### src/rtl/i2s_port_pkg.sv
package i2s_port_pkg;

    localparam int WORD_W = 32;

    typedef enum logic [1:0] {
        WL_8  = 2'd0,
        WL_16 = 2'd1,
        WL_24 = 2'd2,
        WL_32 = 2'd3
    } wlen_e;

    typedef struct packed {
        logic  master;
        logic  msbj;
        logic  mono;
        wlen_e width;
    } port_cfg_t;

    // Bit-clock events seen in the system clock domain.
    typedef struct packed {
        logic rise;
        logic fall;
        logic fs;
        logic din;
    } bit_evt_t;

    function automatic logic [6:0] slot_bits(wlen_e w);
        case (w)
            WL_8:    return 7'd8;
            WL_16:   return 7'd16;
            WL_24:   return 7'd24;
            default: return 7'd32;
        endcase
    endfunction

    function automatic logic [WORD_W-1:0] word_mask(wlen_e w);
        case (w)
            WL_8:    return 32'h0000_00FF;
            WL_16:   return 32'h0000_FFFF;
            WL_24:   return 32'h00FF_FFFF;
            default: return 32'hFFFF_FFFF;
        endcase
    endfunction

endpackage

### src/rtl/i2s_port_fifo.sv
module i2s_port_fifo #(
    parameter int W     = 32,
    parameter int DEPTH = 8,
    localparam int AW   = (DEPTH > 1) ? $clog2(DEPTH) : 1,
    localparam int CW   = $clog2(DEPTH + 1)
) (
    input  logic          clk,
    input  logic          rst,
    input  logic          wr,
    input  logic [W-1:0]  wdata,
    input  logic          rd,
    output logic [W-1:0]  rdata,
    output logic [CW-1:0] level,
    output logic          full,
    output logic          empty
);
    logic [W-1:0]  mem [DEPTH];
    logic [AW-1:0] wp, rp;
    logic [CW-1:0] cnt;
    logic          do_wr, do_rd;

    assign full  = (cnt == CW'(DEPTH));
    assign empty = (cnt == '0);
    assign do_wr = wr && !full;
    assign do_rd = rd && !empty;
    assign rdata = mem[rp];
    assign level = cnt;

    function automatic logic [AW-1:0] nxt(logic [AW-1:0] p);
        return (p == AW'(DEPTH - 1)) ? '0 : p + AW'(1);
    endfunction

    always_ff @(posedge clk) begin
        if (rst) begin
            wp  <= '0;
            rp  <= '0;
            cnt <= '0;
        end else begin
            if (do_wr) wp <= nxt(wp);
            if (do_rd) rp <= nxt(rp);
            case ({do_wr, do_rd})
                2'b10:   cnt <= cnt + CW'(1);
                2'b01:   cnt <= cnt - CW'(1);
                default: cnt <= cnt;
            endcase
        end
    end

    always_ff @(posedge clk) begin
        if (do_wr) mem[wp] <= wdata;
    end

    // a write into a full buffer leaves it full
    a_r7_full_write_ignored: assert property (@(posedge clk) disable iff (rst)
        (full && wr && !rd) |=> (level == CW'(DEPTH)));
    // a read from an empty buffer leaves it empty
    a_r7_empty_read_ignored: assert property (@(posedge clk) disable iff (rst)
        (empty && rd && !wr) |=> (level == '0));

endmodule

### src/rtl/i2s_port_clkgen.sv
module i2s_port_clkgen
    import i2s_port_pkg::*;
#(
    parameter int HALF_DIV    = 4,
    parameter int SYNC_STAGES = 2,
    localparam int DW         = $clog2(HALF_DIV + 1)
) (
    input  logic     clk,
    input  logic     rst,
    input  logic     en,
    input  logic     master,
    input  logic     bclk_i,
    input  logic     fs_i,
    input  logic     sdi,
    output logic     bclk_o,
    output bit_evt_t evt
);
    logic [2:0]    raw;
    logic [2:0]    synced;
    logic          bclk_d;
    logic          bclk_q;
    logic [DW-1:0] divcnt;
    logic          tick;

    assign raw = {bclk_i, fs_i, sdi};

    // One synchroniser chain per incoming line.
    for (genvar g = 0; g < 3; g++) begin : g_sync
        logic [SYNC_STAGES-1:0] chain;
        always_ff @(posedge clk) begin
            if (rst) chain <= '0;
            else     chain <= {chain[SYNC_STAGES-2:0], raw[g]};
        end
        assign synced[g] = chain[SYNC_STAGES-1];
    end

    always_ff @(posedge clk) begin
        if (rst) bclk_d <= 1'b0;
        else     bclk_d <= synced[2];
    end

    assign tick = en && master && (divcnt == DW'(HALF_DIV - 1));

    always_ff @(posedge clk) begin
        if (rst || !en || !master) begin
            divcnt <= '0;
            bclk_q <= 1'b0;
        end else if (tick) begin
            divcnt <= '0;
            bclk_q <= ~bclk_q;
        end else begin
            divcnt <= divcnt + DW'(1);
        end
    end

    always_comb begin
        evt.fs  = synced[1];
        evt.din = synced[0];
        if (master) begin
            evt.rise = tick && !bclk_q;
            evt.fall = tick &&  bclk_q;
        end else begin
            evt.rise = en &&  synced[2] && !bclk_d;
            evt.fall = en && !synced[2] &&  bclk_d;
        end
    end

    assign bclk_o = master && bclk_q;

    // a master rising event is followed by a high bit clock
    a_r1_rise_sets_bclk: assert property (@(posedge clk) disable iff (rst || !en || !master)
        evt.rise |=> bclk_o);
    // the generated clock holds between divider ticks
    a_r1_bclk_holds: assert property (@(posedge clk) disable iff (rst || !en || !master)
        !(evt.rise || evt.fall) |=> $stable(bclk_o));

endmodule

### src/rtl/i2s_port_serdes.sv
module i2s_port_serdes
    import i2s_port_pkg::*;
(
    input  logic              clk,
    input  logic              rst,
    input  logic              en,
    input  port_cfg_t         cfg,
    input  bit_evt_t          evt,
    output logic              tx_pop,
    input  logic [WORD_W-1:0] tx_word,
    input  logic              tx_empty,
    output logic              rx_push,
    output logic [WORD_W-1:0] rx_word,
    input  logic              rx_full,
    output logic              fs_o,
    output logic              sdo,
    output logic              unf_set,
    output logic              ovf_set
);
    logic [6:0]        pos, pos_n, d_q, d_n, wb, fb, r_idx;
    logic              fs_q, fs_seen, locked, lock_n;
    logic              fall_go, rise_go, start_n, right_n, r_right;
    logic              ld, needs_new, rx_armed, rx_done;
    logic [WORD_W-1:0] tx_sh, rx_sh, left_hold, new_word;

    assign wb      = slot_bits(cfg.width);
    assign fb      = wb << 1;
    assign fall_go = en && evt.fall;

    // Frame position and data position after the falling edge.
    always_comb begin
        lock_n = locked;
        if (cfg.master) begin
            pos_n  = (pos >= fb - 7'd1) ? 7'd0 : pos + 7'd1;
            lock_n = 1'b1;
        end else if (evt.fs != fs_seen) begin
            pos_n  = evt.fs ? wb : 7'd0;
            lock_n = 1'b1;
        end else begin
            pos_n  = (pos >= fb - 7'd1) ? 7'd0 : pos + 7'd1;
        end
        if (cfg.msbj) d_n = pos_n;
        else          d_n = (pos_n == 7'd0) ? fb - 7'd1 : pos_n - 7'd1;
        right_n = (d_n >= wb);
        start_n = (d_n == 7'd0) || (d_n == wb);
    end

    assign ld        = fall_go && lock_n && start_n;
    assign needs_new = !right_n || !cfg.mono;
    assign tx_pop    = ld && needs_new && !tx_empty;
    assign unf_set   = ld && needs_new &&  tx_empty;
    always_comb begin
        if (!needs_new)    new_word = left_hold;
        else if (tx_empty) new_word = '0;
        else               new_word = tx_word;
    end

    always_ff @(posedge clk) begin
        if (rst || !en) begin
            pos       <= 7'h7F;
            d_q       <= '0;
            fs_q      <= 1'b1;
            fs_seen   <= evt.fs;
            locked    <= 1'b0;
            tx_sh     <= '0;
            left_hold <= '0;
        end else if (fall_go) begin
            pos     <= pos_n;
            d_q     <= d_n;
            fs_q    <= (pos_n >= wb);
            fs_seen <= evt.fs;
            locked  <= lock_n;
            if (ld) begin
                tx_sh <= new_word << (7'd32 - wb);
                if (!right_n) left_hold <= new_word;
            end else if (lock_n) begin
                tx_sh <= tx_sh << 1;
            end
        end
    end

    assign sdo  = tx_sh[WORD_W-1];
    assign fs_o = cfg.master && fs_q;

    // Receive side: sampled on rising edges, slot position from d_q.
    assign rise_go = en && evt.rise && locked;
    assign r_right = (d_q >= wb);
    assign r_idx   = r_right ? d_q - wb : d_q;
    assign rx_word = {rx_sh[WORD_W-2:0], evt.din} & word_mask(cfg.width);
    assign rx_done = rise_go && rx_armed && (r_idx == wb - 7'd1) && (!cfg.mono || !r_right);
    assign rx_push = rx_done && !rx_full;
    assign ovf_set = rx_done &&  rx_full;

    always_ff @(posedge clk) begin
        if (rst || !en) begin
            rx_sh    <= '0;
            rx_armed <= 1'b0;
        end else if (rise_go) begin
            rx_sh <= {rx_sh[WORD_W-2:0], evt.din};
            if (r_idx == 7'd0) rx_armed <= 1'b1;
        end
    end

    // serial output moves only on a falling event
    a_r5_sdo_on_fall: assert property (@(posedge clk) disable iff (rst || !en)
        !evt.fall |=> $stable(sdo));
    // frame sync moves only on a falling event
    a_r1_fs_on_fall: assert property (@(posedge clk) disable iff (rst || !en)
        !evt.fall |=> $stable(fs_o));
    // mono right slots never pop the transmit buffer
    a_r6_mono_single_pop: assert property (@(posedge clk) disable iff (rst)
        (cfg.mono && ld && right_n) |-> !tx_pop);

endmodule

### src/rtl/i2s_port.sv
module i2s_port
    import i2s_port_pkg::*;
#(
    parameter int HALF_DIV    = 4,
    parameter int SYNC_STAGES = 2,
    parameter int DEPTH       = 8,
    localparam int CW         = $clog2(DEPTH + 1)
) (
    input  logic          clk,
    input  logic          rst,
    input  logic          en,
    input  logic          cfg_master,
    input  logic          cfg_msbj,
    input  logic          cfg_mono,
    input  logic [1:0]    cfg_width,
    input  logic [CW-1:0] tx_thr,
    input  logic [CW-1:0] rx_thr,
    input  logic          tx_wr,
    input  logic [31:0]   tx_data,
    output logic [CW-1:0] tx_level,
    output logic          tx_full,
    input  logic          rx_rd,
    output logic [31:0]   rx_data,
    output logic [CW-1:0] rx_level,
    output logic          rx_empty,
    output logic          tx_irq,
    output logic          rx_irq,
    output logic          tx_dma_req,
    output logic          rx_dma_req,
    output logic          tx_underflow,
    output logic          rx_overflow,
    input  logic          flags_clr,
    input  logic          bclk_i,
    input  logic          fs_i,
    input  logic          sdi,
    output logic          bclk_o,
    output logic          fs_o,
    output logic          sdo,
    output logic          clk_out_en
);
    port_cfg_t         cfg;
    bit_evt_t          evt;
    logic              tx_pop, tx_empty, rx_push, rx_full, unf_set, ovf_set;
    logic [WORD_W-1:0] tx_head, rx_word;

    assign cfg = '{master: cfg_master, msbj: cfg_msbj, mono: cfg_mono,
                   width: wlen_e'(cfg_width)};

    i2s_port_fifo #(.W(WORD_W), .DEPTH(DEPTH)) u_txq (
        .clk(clk), .rst(rst), .wr(tx_wr), .wdata(tx_data), .rd(tx_pop),
        .rdata(tx_head), .level(tx_level), .full(tx_full), .empty(tx_empty));

    i2s_port_fifo #(.W(WORD_W), .DEPTH(DEPTH)) u_rxq (
        .clk(clk), .rst(rst), .wr(rx_push), .wdata(rx_word), .rd(rx_rd),
        .rdata(rx_data), .level(rx_level), .full(rx_full), .empty(rx_empty));

    i2s_port_clkgen #(.HALF_DIV(HALF_DIV), .SYNC_STAGES(SYNC_STAGES)) u_clk (
        .clk(clk), .rst(rst), .en(en), .master(cfg_master),
        .bclk_i(bclk_i), .fs_i(fs_i), .sdi(sdi), .bclk_o(bclk_o), .evt(evt));

    i2s_port_serdes u_ser (
        .clk(clk), .rst(rst), .en(en), .cfg(cfg), .evt(evt),
        .tx_pop(tx_pop), .tx_word(tx_head), .tx_empty(tx_empty),
        .rx_push(rx_push), .rx_word(rx_word), .rx_full(rx_full),
        .fs_o(fs_o), .sdo(sdo), .unf_set(unf_set), .ovf_set(ovf_set));

    always_ff @(posedge clk) begin
        if (rst || flags_clr) begin
            tx_underflow <= 1'b0;
            rx_overflow  <= 1'b0;
        end else begin
            if (unf_set) tx_underflow <= 1'b1;
            if (ovf_set) rx_overflow  <= 1'b1;
        end
    end

    assign tx_irq     = (tx_level <= tx_thr);
    assign rx_irq     = (rx_level >= rx_thr);
    assign tx_dma_req = en && !tx_full;
    assign rx_dma_req = !rx_empty;
    assign clk_out_en = cfg_master;

    // underflow flag stays until cleared
    a_r10_underflow_sticky: assert property (@(posedge clk) disable iff (rst)
        (tx_underflow && !flags_clr) |=> tx_underflow);
    // overflow flag stays until cleared
    a_r11_overflow_sticky: assert property (@(posedge clk) disable iff (rst)
        (rx_overflow && !flags_clr) |=> rx_overflow);
    // a dropped word leaves the receive level unchanged
    a_r11_drop_keeps_level: assert property (@(posedge clk) disable iff (rst)
        (ovf_set && !rx_rd) |=> $stable(rx_level));

endmodule

### config.mk
export PLATFORM = sky130hd
export DESIGN_NAME = i2s_port
export DESIGN_NICKNAME = d
export VERILOG_FILES = /design/src/rtl/i2s_port_pkg.sv /design/src/rtl/i2s_port_fifo.sv /design/src/rtl/i2s_port_clkgen.sv /design/src/rtl/i2s_port_serdes.sv /design/src/rtl/i2s_port.sv
export SDC_FILE = /design/constraint.sdc
export NUM_CORES = 1
export LEC_CHECK = 0
export BUFFER_PORTS_ARGS = -buffer_cell sky130_fd_sc_hd__buf_2
export CORE_ASPECT_RATIO = 1.1
export CORE_UTILIZATION = 30
export CTS_CLUSTER_DIAMETER = 40
export DETAILED_ROUTE_END_ITERATION = 10
export PLACE_DENSITY = 0.57
export REMOVE_ABC_BUFFERS = 1
export SLEW_MARGIN = 20
export SYNTH_ARGS = -nofsm -noshare
export SYNTH_HDL_FRONTEND = slang
export SYNTH_SLANG_ARGS = --single-unit
export TNS_END_PERCENT = 30
### constraint.sdc
create_clock -name clk -period 13.4 [get_ports clk]
set_clock_uncertainty 0.15 [all_clocks]
set_input_delay 2.01 -clock clk [delete_from_list [all_inputs] [get_ports clk]]
set_output_delay 2.01 -clock clk [all_outputs]
set_load 0.02 [all_outputs]
======== Word level (Yosys, flattened, before mapping) ========
Memory sizes are Yosys's and may differ from the RTL's. A register that Yosys moved wholly into a read port is not among the register bits.
Index checks and enable logic that the tools add are counted.
storage, ports and cells
  output and inout port bits .............. 52
  register bits ........................... 146
  memories ................................ 2
  logic and storage cells ................. 158
  memory bits (writable) .................. 512
  bits of input ports ..................... 54
operators by class
  bitwise gates (word level) .............. 3
  shift operators ......................... 1
  $add $sub $neg .......................... 15
  reduce and logical (&&, ||, !) cells .... 60
  multiplexer cells ....................... 32
  equality and inequality tests ........... 16
  order comparisons ....................... 6
memories
  memory     depth  bits a word  read ports  clocked after Yosys merged registers in  write ports  RTL line             RTL
  u_rxq.mem  8      32           1           1                                        1            i2s_port_fifo.sv:17  logic [W-1:0] mem [DEPTH];
  u_txq.mem  8      32           1           1                                        1            i2s_port_fifo.sv:17
operators with widths
  operator             number
  $mux 32              4
  $pmux 32 s3          1
  $mux 7               6
  $and 32x32->32       1
  $shl 32x7->32        1
  $logic_and 1x1->1    28
  $mux 3               8
  $ge 7x6->1           3
  $logic_not 7->1      3
  $pmux 6 s3           1
  $pmux 4 s2           2
  $add 3x1->3 const B  5
  $sub 7x1->7 const B  2
  $eq 3x3->1 const B   4
  $logic_not 1->1      12
  $add 4x1->4 const B  2
  $eq 4x4->1 const B   2
  $logic_not 4->1      2
  $mux 1               8
  $reduce_bool 2->1    4
  $sub 4x1->4 const B  2
  $add 7x1->7 const B  1
  $eq 7x6->1           1
  $eq 7x7->1           1
  18 further kinds     29

======== Logic depth before layout (Yosys ltp) ========
Gate-level depths: netlist of the first run.
  depth in word-level cells ............... 18
  mapped depth ............................ 30
  depth with buffers taken out ............ 29

======== Cells and area by module ========
A second synthesis of the first run with hierarchy kept.
second synthesis, totals
  cells, all modules ...................... 1815
  area total of the unflattened synthesis .. 28095.7 um^2
by module, submodules not included
  module                 sequential area each (um^2)  times used  area an instance (um^2)  cells each
  i2s_port_fifo (u_txq)  7947.6                       1           10430.0                  450
  i2s_port_fifo (u_rxq)  7947.6                       1           10317.4                  449
  i2s_port_serdes        2272.2                       1           6661.4                   844
  i2s_port_clkgen        220.2                        1           424.2                    37
  i2s_port               40.0                         1           262.8                    35

======== Worst setup path after synthesis of the first run ========
Ideal clock, no wire load.
  path type ............................... input to register
  from .................................... in cfg_width[0]
  to ...................................... mem u_rxq.mem[0][0], enable pin
  data required time ...................... 12.748 ns
  library setup time ...................... 0.502 ns
  cell stages on the path ................. 19
  path buffers ............................ 3
  arrival time ............................ 8.638 ns
  slack ................................... 4.110 ns
  cells stage by stage .................... ha_1 -> clkbuf_1 -> inv_1 -> o21ai_1 -> clkinv_1 -> clkbuf_1 -> ha_1 -> inv_1 -> fa_1 -> a31o_2 -> a211o_1 -> clkbuf_1 -> mux2i_1 -> xnor2_1 -> nand3_1 -> nor3_1 -> a21boi_1 -> inv_1 -> nor4_1
between the ends
  longest elaborated chain between the ends .. 11
  elaborated cells on any way between the ends .. 17
  those cells by class .................... add/sub (2); order compare (1); eq/ne (3); mux (4); reduce/logical (7)
RTL lines
  element                                    RTL line                                      RTL
  start, declared                            i2s_port.sv:15                                input logic [1:0] cfg_width,
  $eq 2x2->1 (tied with other cells)         i2s_port_pkg.sv:28                            case (w)
  $pmux 6 s3 *                               i2s_port_pkg.sv:28
  $sub 7x6->7 or $ge 7x6->1 (tied branches)  i2s_port_serdes.sv:88, i2s_port_serdes.sv:87
  $mux 7                                     i2s_port_serdes.sv:88                         assign r_idx = r_right ? d_q - wb : d_q;
  $eq 7x7->1                                 i2s_port_serdes.sv:90                         assign rx_done = rise_go && rx_armed && (r_idx == wb - 7'd1) && (!cfg.mono || !r_right);
  $logic_and 1x1->1                          i2s_port_serdes.sv:90
  $logic_and 1x1->1 *                        i2s_port_serdes.sv:90
  $logic_and 1x1->1 *                        i2s_port_serdes.sv:91                         assign rx_push = rx_done && !rx_full;
  $logic_and 1x1->1 *                        i2s_port_fifo.sv:24                           assign do_wr = wr && !full;
  $mux 1 *                                   i2s_port_fifo.sv:50                           if (do_wr) mem[wp] <= wdata;
  $mux 1 (not written as such) *             i2s_port_fifo.sv:50
  end, declared                              i2s_port_fifo.sv:17
Mark *: on every way between the ends. The rest lies on a longest branch, timed or not.

======== Worst setup path in the final report of the first run ========
  from .................................... in cfg_width[1]
  to ...................................... reg u_txq.cnt[2] (netlist: u_txq.level[2])
between the ends
  longest elaborated chain between the ends .. 18
  elaborated cells on any way between the ends .. 28
  those cells by class .................... add/sub (2); order compare (2); eq/ne (5); mux (8); reduce/logical (11)
RTL lines
  element                                                RTL line                                                             RTL
  $eq 2x2->1 (tied with other cells)                     i2s_port_pkg.sv:28
  $pmux 6 s3 *                                           i2s_port_pkg.sv:28
  $sub 7x1->7                                            i2s_port_serdes.sv:34, i2s_port_serdes.sv:40, i2s_port_serdes.sv:43
  $ge 7x7->1                                             i2s_port_serdes.sv:34, i2s_port_serdes.sv:40
  $mux 7                                                 i2s_port_serdes.sv:34, i2s_port_serdes.sv:40
  $mux 7                                                 i2s_port_serdes.sv:36                                                end else if (evt.fs != fs_seen) begin
  $mux 7                                                 i2s_port_serdes.sv:33                                                if (cfg.master) begin
  $sub 7x1->7 or $logic_not 7->1 (tied branches)         i2s_port_serdes.sv:43                                                else d_n = (pos_n == 7'd0) ? fb - 7'd1 : pos_n - 7'd1;
  [2 not listed]                                         -
  named net u_ser.d_n[4]                                 i2s_port_serdes.sv:20                                                logic [6:0] pos, pos_n, d_q, d_n, wb, fb, r_idx;
  $ge 7x6->1 (tied with other cells)                     i2s_port_serdes.sv:44                                                right_n = (d_n >= wb);
  $logic_not 1->1 or $logic_or 1x1->1 (tied branches)    i2s_port_serdes.sv:49, i2s_port_serdes.sv:45
  $logic_or 1x1->1 or $logic_and 1x1->1 (tied branches)  i2s_port_serdes.sv:49, i2s_port_serdes.sv:48
  $logic_and 1x1->1 * (2 in a row)                       i2s_port_serdes.sv:50                                                assign tx_pop = ld && needs_new && !tx_empty;
  $logic_and 1x1->1 *                                    i2s_port_fifo.sv:25                                                  assign do_rd = rd && !empty;
  $eq 2x1->1 or $eq 2x2->1 (tied branches)               i2s_port_fifo.sv:41                                                  case ({do_wr, do_rd})
  $pmux 4 s2 or $reduce_bool 2->1 (tied branches)        -
  end signal, assigned                                   i2s_port_fifo.sv:42                                                  2'b10: cnt <= cnt + CW'(1);
  end signal, assigned                                   i2s_port_fifo.sv:43                                                  2'b01: cnt <= cnt - CW'(1);
  end signal, assigned                                   i2s_port_fifo.sv:44                                                  default: cnt <= cnt;
  end, declared                                          i2s_port_fifo.sv:19                                                  logic [CW-1:0] cnt;
The timed path passes the listed nets; every way through them passes the cells marked *.
A chain may end at the register's enable or synchronous reset.

==> results.yml, run 1 <==
cts:
  htree_levels: 3
  clock_path_buffers: 3
  cts_setup_buffers: 0
  clkTransAtPathRegs_ns: 0.05
  cts_buffers: 92
  postCtsResizedCells: 0
  clk_latency_ns: 0.64
  cts.sinks: 664
  cts_tree: "done"
  clock_tree.root_cell: "clkbuf_16"
  cts-hold-fix-buffers: 0
sta:
  tns_ns: 0
  slew_violations: 0
  clock.fmax_ghz: 0.1062
  slew_headroom: 0.2580
  setup_violations: 0
  period_needed_ns: 9.417
  period_share: 0.7028
  rsz0062_at_grt: "no"
  tightest_slew_ns: 1.109
  hold_viol: 0
routing:
  vias_per_cell: 4.995
  drc: 0
  drt_pass1_iterations: 8
  routed_wl_mm: 63.15
  drtAntennaViolNets: 0
  drt_iter0_drc: 1004
  routedWlPerCell_um: 20.14
  vias: 15663
critical_path:
  critPathMaxFanout: 30
  r2r_slack_ns: 6.13
  start_kind: "primary input"
  worstSetupPathType: "primary input to flop"
  cp.arrival_ns: 9.84
  cp.buffers_inverters: 3
  required_ns: 13.82
  crit_slowest_cell: "xor2_1"
  critical-path-max-stage-delay_ns: 0.64
  critPathCaptureType: "flop"
  cp_top_family: "simple AND/OR/NAND/NOR gates"
  crit_top_cell: "ha_1"
yosys:
  synth_seq_area_share: 0.6673
  ys.flop_type: "edfxtp_1"
  synth-seq-cells: 664
  syn_inst: 1741
  yosys_warnings: 0
  synth_area_um2: 27620
  synth_edf_count: 513
  syn-mean-instance-area_um2: 15.86
  synth_cell_type_count: 86
  synth-async-reset-ratio: 0
placement:
  hpwlAfterDp_mm: 37.23
  portBuffers: 105
  place_area_um2: 29560
  gp_congestion: 0.8635
finish:
  layout_commonest_cell: "edfxtp_1"
  n_fill_cell: 8675
  layout.cells.most_common_list: "513 x edfxtp_1, 152 x nor2_1, 145 x dfxtp_1"
  regArea_um2: 18440
  multiInputGateArea_um2: 8713
  num_antenna_cells: 0
  syn2layout_area_growth_pct: 18.93
  drive_gt1_frac: 0.2623
  finish.instance_area_um2: 32840
  nets: 1973
grt:
  grt_start_max_net_pins: 78
  overflow: 0
  grt_pass1_wl_mm: 97.12
  antenna_found_initial: 11
  grt_pass1_vias: 16371
  grtUsageTotal: 0.1350
job:
  cap_violations: 0
floorplanning:
  die_x_um: 291.3
  ios: 106
  die_area_um2: 93270
  rows: 116
  die_y_um: 320.2
  start_util: 0.3030
  core_um2: 91150
hold_path:
  holdCritPathClass: "flop to flop"
power_and_ir_drop:
  vdd_drop_max_mv: 0.1138
  leakagePower_nw: 10.36
  power_density_nw_per_um2: 150.4
outcome:
  status: "finished clean"
==> final timing paths <==
path              startpoint         endpoint  cells past startpoint
min reg2reg  u_clk.divcnt[0]  u_clk.divcnt[0]                      1
min          u_clk.divcnt[0]  u_clk.divcnt[0]                      1
max reg2reg     u_ser.pos[0]   u_txq.level[2]                     27
max             cfg_width[1]   u_txq.level[2]                     31
==> state kept, by name (all words and copies together) (netlist names), 3 cells and up, named ones only <==
register and flops:
u_rxq.mem 256, u_txq.mem 256, u_ser.left_hold 32, u_ser.tx_sh 32, u_ser.rx_sh 31, u_ser.d_q 7, u_ser.pos 7, u_clk.g_sync.chain 6
u_rxq.level 4, u_txq.level 4, u_clk.divcnt 3, u_rxq.rp 3, u_rxq.wp 3, u_txq.rp 3, u_txq.wp 3
==> Yosys cell counts (9+ instances only) <==
| master | n | area, µm² |
|---|---|---|
| xnor2_1 | 9 | 78.83 |
| a211oi_1 | 10 | 75.07 |
| nand2_1 | 48 | 180.2 |
| xor2_1 | 12 | 105.1 |
| ha_1 | 41 | 513.0 |
| clkbuf_1 | 64 | 240.2 |
| inv_1 | 31 | 116.4 |
| nand2b_1 | 15 | 93.84 |
| edfxtp_1 | 513 | 15400 |
| nor3_1 | 39 | 195.2 |
| a22oi_1 | 22 | 165.2 |
| dfxtp_1 | 151 | 3023 |
| mux4_2 | 128 | 2883 |
| and2_1 | 16 | 100.1 |
| mux2i_1 | 107 | 1071 |
| buf_1 | 13 | 48.80 |
| nor2_1 | 154 | 578.1 |
| o22ai_1 | 24 | 150.1 |
| nand3_1 | 12 | 60.06 |
| o21ai_0 | 35 | 175.2 |
| a31oi_1 | 15 | 93.84 |
| nor2b_1 | 30 | 187.7 |
| a21oi_1 | 46 | 230.2 |
| mux2_2 | 32 | 360.4 |
| buf_2 | 15 | 75.07 |
==> per-stage QoR <==
stage | utilization | worst slack, ns | power, mW | cells | hold slack (ns)
final | 0.3603 | 3.983 | 4.940 | 3136 | 0.2941
after global routing | 0.3603 | 3.372 | 5.095 | 3136 | 0.3077
after CTS | 0.3603 | 4.059 | 4.992 | 3136 | 0.2931
after detailed placement | 0.3243 | 3.432 | 2.468 | 2962 | 0.2850
after global placement | 0.3243 | 3.717 | 2.463 | 2962 | 0.2667
after floorplan | - | 3.962 | 2.388 | 1640 | 0.2584
==> layer usage <==
metal | share of wire | track usage | up-vias | wire length (µm)
met5 | 0.0011 | 0 | - | 70
met4 | 0.023 | 0.03904 | 12 | 1428
met3 | 0.056 | 0.02994 | 120 | 3528
met2 | 0.51 | 0.2363 | 410 | 32010
met1 | 0.41 | 0.1658 | 8017 | 26110
li1 | - | - | 7104 | -
==> where the power goes <==
group / internal, mW / switching (mW) / total (mW)
Combinational: 0.0648 / 0.131 / 0.196
Sequential: 2.22 / 0.00761 / 2.23
Clock: 1.53 / 0.985 / 2.52
==> final cells by class <==
type,instances,share of cell area
inverters,34,0.003886
flip-flops and latches,664,0.5614
clock inverters,72,0.02808
repair buffers,142,0.02446
clock buffers,102,0.07189
multi-input cells,942,0.2653
well taps,1180,0.04495
==> cell families after synthesis <==
kind of cell,synth area share
muxes,0.1605
xor gates and xnor gates,0.006660
AOI/OAI and AO/OA,0.05926
buffers and inverters,0.02093
and+or+nand+nor,0.06529
DFF,0.6673
adders and majority gates,0.02003
No activity file was read; power rests on OpenSTA's default activity.
==> run 2: changes to the inputs <==
==> constraint.sdc (replaced) <==
create_clock -name clk -period 9.77 [get_ports clk]
set_clock_uncertainty 0.15 [all_clocks]
set_input_delay 1.4655 -clock clk [delete_from_list [all_inputs] [get_ports clk]]
set_output_delay 1.4655 -clock clk [all_outputs]
set_load 0.02 [all_outputs]
==> results.yml, run 2 (synthesized netlist as in run 1, its figures left out) <==
floorplanning:
  die_x_um: 291.3
  die_y_um: 320.2
  rows: 116
  ios: 106
  die_area_um2: 93270
  core_um2: 91150
  start_util: 0.3030
critical_path:
  critPathCaptureType: "flop"
  cp.arrival_ns: 8.72
  required_ns: 10.17
  cp.buffers_inverters: 4
  crit_top_cell: "ha_1"
  cp_top_family: "simple AND/OR/NAND/NOR gates"
  crit_cells: 32
  critPathMaxFanout: 30
  worstSetupPathType: "primary input to flop"
  r2r_slack_ns: 2.77
  reg2regPathDepth: 28
  start_kind: "primary input"
  critical-path-max-stage-delay_ns: 0.62
  crit_slowest_cell: "xor2_1"
cts:
  cts_setup_buffers: 0
  clk_latency_ns: 0.66
  cts_tree: "done"
  cts_buffers: 96
  cts.sinks: 664
  clkTransAtPathRegs_ns: 0.05
  clock_path_buffers: 3
  htree_levels: 3
  cts-hold-fix-buffers: 0
  postCtsResizedCells: 0
  clock_tree.root_cell: "clkbuf_16"
sta:
  hold_viol: 0
  period_needed_ns: 8.315
  rsz0062_at_grt: "no"
  slew_headroom: 0.2086
  clock.fmax_ghz: 0.1203
  setup_violations: 0
  setup_slack_ns: 1.455
  tns_ns: 0
  period_share: 0.8511
  slew_violations: 0
  tightest_slew_ns: 1.183
power_and_ir_drop:
  power_density_nw_per_um2: 207.7
  vdd_drop_max_mv: 0.1529
  leakagePower_nw: 10.41
grt:
  grt_start_max_net_pins: 67
  grt_pass1_wl_mm: 99.35
  grtUsageTotal: 0.1383
  overflow: 0
  grt_pass1_vias: 16662
  antenna_found_initial: 10
finish:
  layout.cells.non_filler: 3146
  layout.cells.most_common_list: "513 x edfxtp_1, 152 x nor2_1, 145 x dfxtp_1"
  drive_gt1_frac: 0.2612
  nets: 1977
  syn2layout_area_growth_pct: 19.30
  reg_top3: "u_rxq.mem x256, u_txq.mem x256"
  layout_commonest_cell: "edfxtp_1"
  finish.instance_area_um2: 32940
routing:
  drt_iter0_drc: 990
  routed_wl_mm: 64.66
  vias: 15709
  drtAntennaViolNets: 0
  drt_pass1_iterations: 5
  drc: 0
  vias_per_cell: 4.993
  routedWlPerCell_um: 20.55
placement:
  portBuffers: 105
  place_area_um2: 29560
  placed_cells: 2962
  hpwlAfterDp_mm: 37.81
  pre_cts_ws_ns: 0.9206
  gp_congestion: 0.8449
job:
  cap_violations: 0
hold_path:
  holdPathStages: 1
  holdCritPathClass: "flop to flop"
outcome:
  status: "finished clean"
==> run 2: cell types whose count changed in the layout (fill, tap and decap cells not counted), sizes merged <==
cell / before / now
bufinv: 11 / 10
clkbuf: 102 / 113
clkinv: 32 / 36
clkinvlp: 11 / 10
diode: 0 / 2
inv: 52 / 47
==> run 2: metrics by stage <==
step	util	total power, mW	hold slack [ns]
after global routing	0.3614	7.070	0.3153
after detailed placement	0.3243	3.387	0.2834
after global placement	0.3243	3.380	0.2662
after CTS	0.3614	6.919	0.2900
final	0.3614	6.842	0.2845
after floorplan	-	3.276	0.2584
==> run 2: final timing paths <==
check                       start               to
setup / recovery     cfg_width[1]   u_txq.level[2]
hold / removal    u_clk.divcnt[0]  u_clk.divcnt[0]
setup reg to reg     u_ser.pos[0]   u_txq.level[2]
hold reg to reg   u_clk.divcnt[0]  u_clk.divcnt[0]
==> run 2: metal layers <==
metal	global-route usage	routed length, µm	up-vias
met5	0	92	-
li1	-	-	7138
met1	0.1663	26650	7993
met4	0.05597	2001	12
met2	0.2407	32620	428
met3	0.02855	3293	138
==> run 2: power by group <==
| group | internal (mW) | total, mW | switching, mW |
|---|---|---|---|
| combinational | 0.0885 | 0.272 | 0.184 |
| clock | 2.17 | 3.51 | 1.34 |
| sequential | 3.05 | 3.06 | 0.0108 |
| total | 5.31 | 6.84 | 1.53 |
==> run 2: worst reg2reg max path: cells and delay by family, from the launching register on <==
family / cells / cell delay (ns)
AO/OA/AOI/OAI: 9 / 1.74
flip-flops: 1 / 0.65
adder cells (fa/ha/maj): 5 / 1.43
AND/OR/NAND/NOR: 10 / 2.15
buffers and inverters: 2 / 0.43
XOR/XNOR: 2 / 0.35
==> run 2: area by class of cell <==
| type | instances | area (µm²) |
|---|---|---|
| Multi-Input combinational cell | 942 | 8713 |
| Clock inverter | 69 | 829.5 |
| Fill cell | 8633 | 58200 |
| Sequential cell | 664 | 18440 |
| Timing Repair Buffer | 142 | 803.3 |
| Antenna cell | 2 | 5.005 |
| Tap cell | 1180 | 1476 |
| Inverter | 34 | 127.6 |
| Clock buffer | 113 | 2549 |
